$ cat config.mk
export PLATFORM = sky130hd
export DESIGN_NAME = llsc_monitor
export DESIGN_NICKNAME = d
export VERILOG_FILES = /design/src/rtl/llsc_pkg.sv /design/src/rtl/llsc_resv_slot.sv /design/src/rtl/llsc_cond_judge.sv /design/src/rtl/llsc_monitor.sv
export SDC_FILE = /design/constraint.sdc
export NUM_CORES = 1
export LEC_CHECK = 0
export BUFFER_PORTS_ARGS = -buffer_cell sky130_fd_sc_hd__buf_2
export CORE_UTILIZATION = 53
export DETAILED_ROUTE_END_ITERATION = 10
export PLACE_DENSITY = 0.75
export SYNTH_ARGS = -nofsm -noshare
export SYNTH_HDL_FRONTEND = slang
export SYNTH_SLANG_ARGS = --single-unit
$ cat constraint.sdc
create_clock -name clk -period 2.8 [get_ports clk]
set_clock_uncertainty 0.05 [all_clocks]
set_input_delay 0.14 -clock clk [delete_from_list [all_inputs] [get_ports clk]]
set_output_delay 0.14 -clock clk [all_outputs]
set_load 0.005 [all_outputs]
$ cat src/rtl/llsc_pkg.sv
package llsc_pkg;
  typedef enum logic [1:0] {
    ACC_LOAD  = 2'b00,
    ACC_STORE = 2'b01,
    ACC_LINK  = 2'b10,
    ACC_COND  = 2'b11
  } acc_kind_e;
endpackage

$ cat src/rtl/llsc_resv_slot.sv
// One thread's reservation: a flag plus the reserved block tag.
module llsc_resv_slot
  import llsc_pkg::*;
#(
  parameter int TID_W   = 2,
  parameter int TAG_W   = 26,
  parameter int SLOT_ID = 0
) (
  input  logic             clk,
  input  logic             rst,
  input  logic             acc_valid,
  input  logic [TID_W-1:0] acc_tid,
  input  logic [1:0]       acc_kind,
  input  logic [TAG_W-1:0] acc_tag,
  input  logic             cond_win,
  input  logic             trap_valid,
  input  logic [TID_W-1:0] trap_tid,
  output logic             hit
);
  logic             held_q;
  logic [TAG_W-1:0] tag_q;
  logic             own, do_link, own_cond, foreign_wr, trapped;

  assign hit        = held_q && (tag_q == acc_tag);
  assign own        = acc_valid && (acc_tid == TID_W'(SLOT_ID));
  assign do_link    = own && (acc_kind == ACC_LINK);
  assign own_cond   = own && (acc_kind == ACC_COND);
  assign foreign_wr = acc_valid && !own && hit &&
                      ((acc_kind == ACC_STORE) || ((acc_kind == ACC_COND) && cond_win));
  assign trapped    = trap_valid && (trap_tid == TID_W'(SLOT_ID));

  always_ff @(posedge clk) begin
    if (rst)                         held_q <= 1'b0;
    else if (trapped)                held_q <= 1'b0;
    else if (do_link)                held_q <= 1'b1;
    else if (own_cond || foreign_wr) held_q <= 1'b0;
  end

  always_ff @(posedge clk) begin
    if (do_link) tag_q <= acc_tag;
  end
endmodule

$ cat src/rtl/llsc_cond_judge.sv
// Decides the store-conditional outcome and the raw write request.
module llsc_cond_judge
  import llsc_pkg::*;
#(
  parameter int NUM_THREADS = 4,
  parameter int TID_W       = 2
) (
  input  logic                   acc_valid,
  input  logic [TID_W-1:0]       acc_tid,
  input  logic [1:0]             acc_kind,
  input  logic [NUM_THREADS-1:0] hit_vec,
  output logic                   cond_win,
  output logic                   is_cond,
  output logic                   wr_req
);
  logic own_hit;

  always_comb begin
    own_hit = 1'b0;
    for (int i = 0; i < NUM_THREADS; i++)
      if (acc_tid == TID_W'(i)) own_hit = hit_vec[i];
  end

  assign is_cond  = acc_valid && (acc_kind == ACC_COND);
  assign cond_win = is_cond && own_hit;
  assign wr_req   = (acc_valid && (acc_kind == ACC_STORE)) || cond_win;
endmodule

$ cat src/rtl/llsc_monitor.sv
module llsc_monitor
  import llsc_pkg::*;
#(
  parameter int NUM_THREADS = 4,
  parameter int ADDR_W      = 32,
  parameter int BLOCK_BYTES = 64,
  localparam int TID_W      = (NUM_THREADS > 1) ? $clog2(NUM_THREADS) : 1,
  localparam int OFFS_W     = $clog2(BLOCK_BYTES),
  localparam int TAG_W      = ADDR_W - OFFS_W
) (
  input  logic              clk,
  input  logic              rst,
  input  logic              acc_valid,
  input  logic [TID_W-1:0]  acc_tid,
  input  logic [1:0]        acc_kind,
  input  logic [ADDR_W-1:0] acc_addr,
  input  logic              trap_valid,
  input  logic [TID_W-1:0]  trap_tid,
  output logic              mem_we,
  output logic              sc_done,
  output logic              sc_pass
);
  logic [TAG_W-1:0]       acc_tag;
  logic [NUM_THREADS-1:0] hit_vec;
  logic                   cond_win, is_cond, wr_req;

  assign acc_tag = acc_addr[ADDR_W-1:OFFS_W];

  for (genvar t = 0; t < NUM_THREADS; t++) begin : g_slot
    llsc_resv_slot #(.TID_W(TID_W), .TAG_W(TAG_W), .SLOT_ID(t)) u_slot (
      .clk(clk), .rst(rst),
      .acc_valid(acc_valid), .acc_tid(acc_tid), .acc_kind(acc_kind),
      .acc_tag(acc_tag), .cond_win(cond_win),
      .trap_valid(trap_valid), .trap_tid(trap_tid),
      .hit(hit_vec[t])
    );
  end

  llsc_cond_judge #(.NUM_THREADS(NUM_THREADS), .TID_W(TID_W)) u_judge (
    .acc_valid(acc_valid), .acc_tid(acc_tid), .acc_kind(acc_kind),
    .hit_vec(hit_vec), .cond_win(cond_win), .is_cond(is_cond), .wr_req(wr_req)
  );

  always_ff @(posedge clk) begin
    if (rst) begin
      mem_we  <= 1'b0;
      sc_done <= 1'b0;
      sc_pass <= 1'b0;
    end else begin
      mem_we  <= wr_req;
      sc_done <= is_cond;
      sc_pass <= cond_win;
    end
  end
endmodule

==> flow_summary.toml <==
[status]
outcome = "finished, violations left"
violations = "design-rule violations"

[power]
comb_power_share_pct = 7.9
swShare_pct = 22.8
power_density_nw_per_um2 = 554
p_leak_uw = 0.00162
internal-power_uw = 2270
power.share.sequential_pct = 63.2
finalPower_uw = 2940
p_switching_uw = 671
max-vdd-ir-drop_uv = 304
p_clk_share_pct = 28.9

[route]
highest-signal-layer = "met4"
met3_length_um = 327
drt-initial-drc-count = 162
antenna_left = 0
wl_per_cell_um = 18.3
routed_via_density = 5.42
dr_wl_met2_mm = 4.01
routed_wl_mm = 8.56
firstDrtPassIters = 7
dr_total_vias = 2543
route.detailed.drc = 4
routedLengthMet1_mm = 4.09

[sta]
slew_headroom_pct = 63.9
finalCritPeriodShare_pct = 80.4
tns_ns = 0
drv_slew = 0
period_needed_ns = 2.25
final_hold_viol_count = 0
rsz0062_at_grt = "false"
setup_slack_ns = 0.549
fmax_mhz = 444
tightest_slew_ns = 0.536
whs_ns = 0.0391
setup_viol = 0

[yosys]
postSynthCellCount = 327
ys_seq_area_share_pct = 66.6
yosysTopAreaCell = "edfxtp_1"
synth_area_leaders = "edfxtp_1, xnor2_1, nand4_1"
synth.most_common_cell = "edfxtp_1"
synth-warning-count = 0
syn-num-nets = 369
yosys_most_used_dff = "edfxtp_1"
synth_edf_count = 104
ys_top_cells_by_count = "edfxtp_1, xnor2_1, nand4_1, clkbuf_1, nand3_1"
avgSynthCellArea_um2 = 15.0
ys_async_sr_fraction_pct = 0
syn_area_um2 = 4900
ys_seq_elements = 111
synth_top_area_share_pct = 63.8
synth.distinct_cells = 30

[worst_hold_path]
min_from = "acc_valid"
hp-class = "in -> reg"

[clock_network]
clk_path_buf_depth = 2
post_cts_resized = 0
clock_sinks = 111
clk_pin_slew_worst_paths_ns = 0.10
ctsHoldBuffers = 0
cts_buffers = 9
htreeDepth = 3
postCtsSetupBuffers = 0
cts-root-buf = "clkbuf_8"
cts_tree = "done"
clock_latency_ns = 0.36

[critical_path]
path_class = "reg -> reg"
cp_max_fo = 5
endpoint_kind = "flop"
startpoint_type = "flop"
cp.required_ns = 2.98
r2r-start = "g_slot[3].u_slot.tag_q[25]"
cp.arrival_ns = 2.43
critPathLaunch = "g_slot[3].u_slot.tag_q[25]"

[grt]
grt_pass1_wl_mm = 13.7
grt_usage_pct = 19.7
antenna_found_initial = 0
grt_pass1_vias = 2503
grt_max_degree = 28
grt_overflow = 0

[floorplan]
ioPinCount = 45
rows = 34
die-area_um2 = 9630
initial_core_util_pct = 55.3
die_h_um = 98.1
fp.coreArea_um2 = 8850
die_w_um = 98.1

[placement]
place_inst = 453
pre_cts_ws_ns = 0.583
io_buffers = 38
dp_hpwl_mm = 5.92
place_congestion = 0.837

[cells_and_area]
layout.cells.non_filler = 469
antenna_cells = 0
nets = 398
drive_above_1_share_pct = 19.7
synthToLayoutAreaGrowth_pct = 8.23

[run]
max_cap_violations = 0
[logic make-up after synthesis]
group / share of synthesized area [%]
flops: 66.6
buf+inv: 3.17
xor+xnor: 19.6
compound gates: 2.81
simple gates: 7.79
[worst paths after layout]
path | end | depth (start not counted) | slack (ns)
max reg2reg | g_slot[1].u_slot.held_q | 6 | 0.55
min | g_slot[3].u_slot.held_q | 2 | 0.04
max | g_slot[1].u_slot.held_q | 6 | 0.55
min reg2reg | g_slot[0].u_slot.held_q | 3 | 0.60
[registers in the layout (all words and copies together), names as in the netlist]
signal	count
mem_we	1
sc_pass	1
sc_done	1
g_slot.u_slot.held_q	4
g_slot.u_slot.tag_q	104
[stage by stage]
step,utilization (%),instance area (um^2)
2_1_floorplan,-,4900
3_3_place_gp,57.9,5130
3_5_place_dp,57.9,5130
4_1_cts,59.9,5300
5_1_grt,59.9,5300
6_report,59.9,5300
[area by class of cell]
cell class | count | area (um^2)
clock buffer | 9 | 124
clock inverter | 7 | 48.8
fill | 711 | 3550
inverter | 3 | 11.3
multi-input combinational | 189 | 1500
sequential | 111 | 3260
tap | 108 | 135
timing repair buffer | 42 | 220
[power groups by stage]
stage / clock, uW / sequential [uW] / combinational (uW)
3_5_place_dp: 0 / 1900 / 235
6_report: 849 / 1860 / 232
4_1_cts: 869 / 1860 / 236
3_3_place_gp: 0 / 1890 / 230
5_1_grt: 917 / 1860 / 255
2_1_floorplan: 0 / 1890 / 160
[layer usage]
metal	vias up	GRT usage [%]
met5	-	0
met4	0	8.04
li1	1239	-
met1	1231	28.2
met3	10	2.58
met2	63	30.6
[critical path: stages (launching register included)]
cell	delay (ns)
edfxtp_1	0.39
xnor2_1	0.17
nand4_1	0.15
nor4_1	0.54
a32oi_1	0.16
a311oi_2	0.48
a41oi_1	0.17
[cell usage in the layout, fill, tap and decap left out, drive strengths merged]
| cell type | instances |
|---|---|
| and2b | 1 |
| edfxtp | 104 |
| nand4 | 24 |
| a41oi | 2 |
| clkbuf | 9 |
| o21a | 2 |
| nor4 | 6 |
| nor2b | 4 |
| xnor2 | 101 |
| and3 | 2 |
| dfxtp | 7 |
| nor2 | 6 |
| a31oi | 1 |
| a32oi | 1 |
| clkinv | 3 |
| o21ai | 1 |
| nand3 | 9 |
| a21oi | 8 |
| a311o | 3 |
| nand2 | 7 |
| nor3 | 7 |
| inv | 4 |
| buf | 42 |
| a311oi | 1 |
| xor2 | 3 |
| clkinvlp | 3 |
Note: power is estimated with default switching activity, not from simulation.
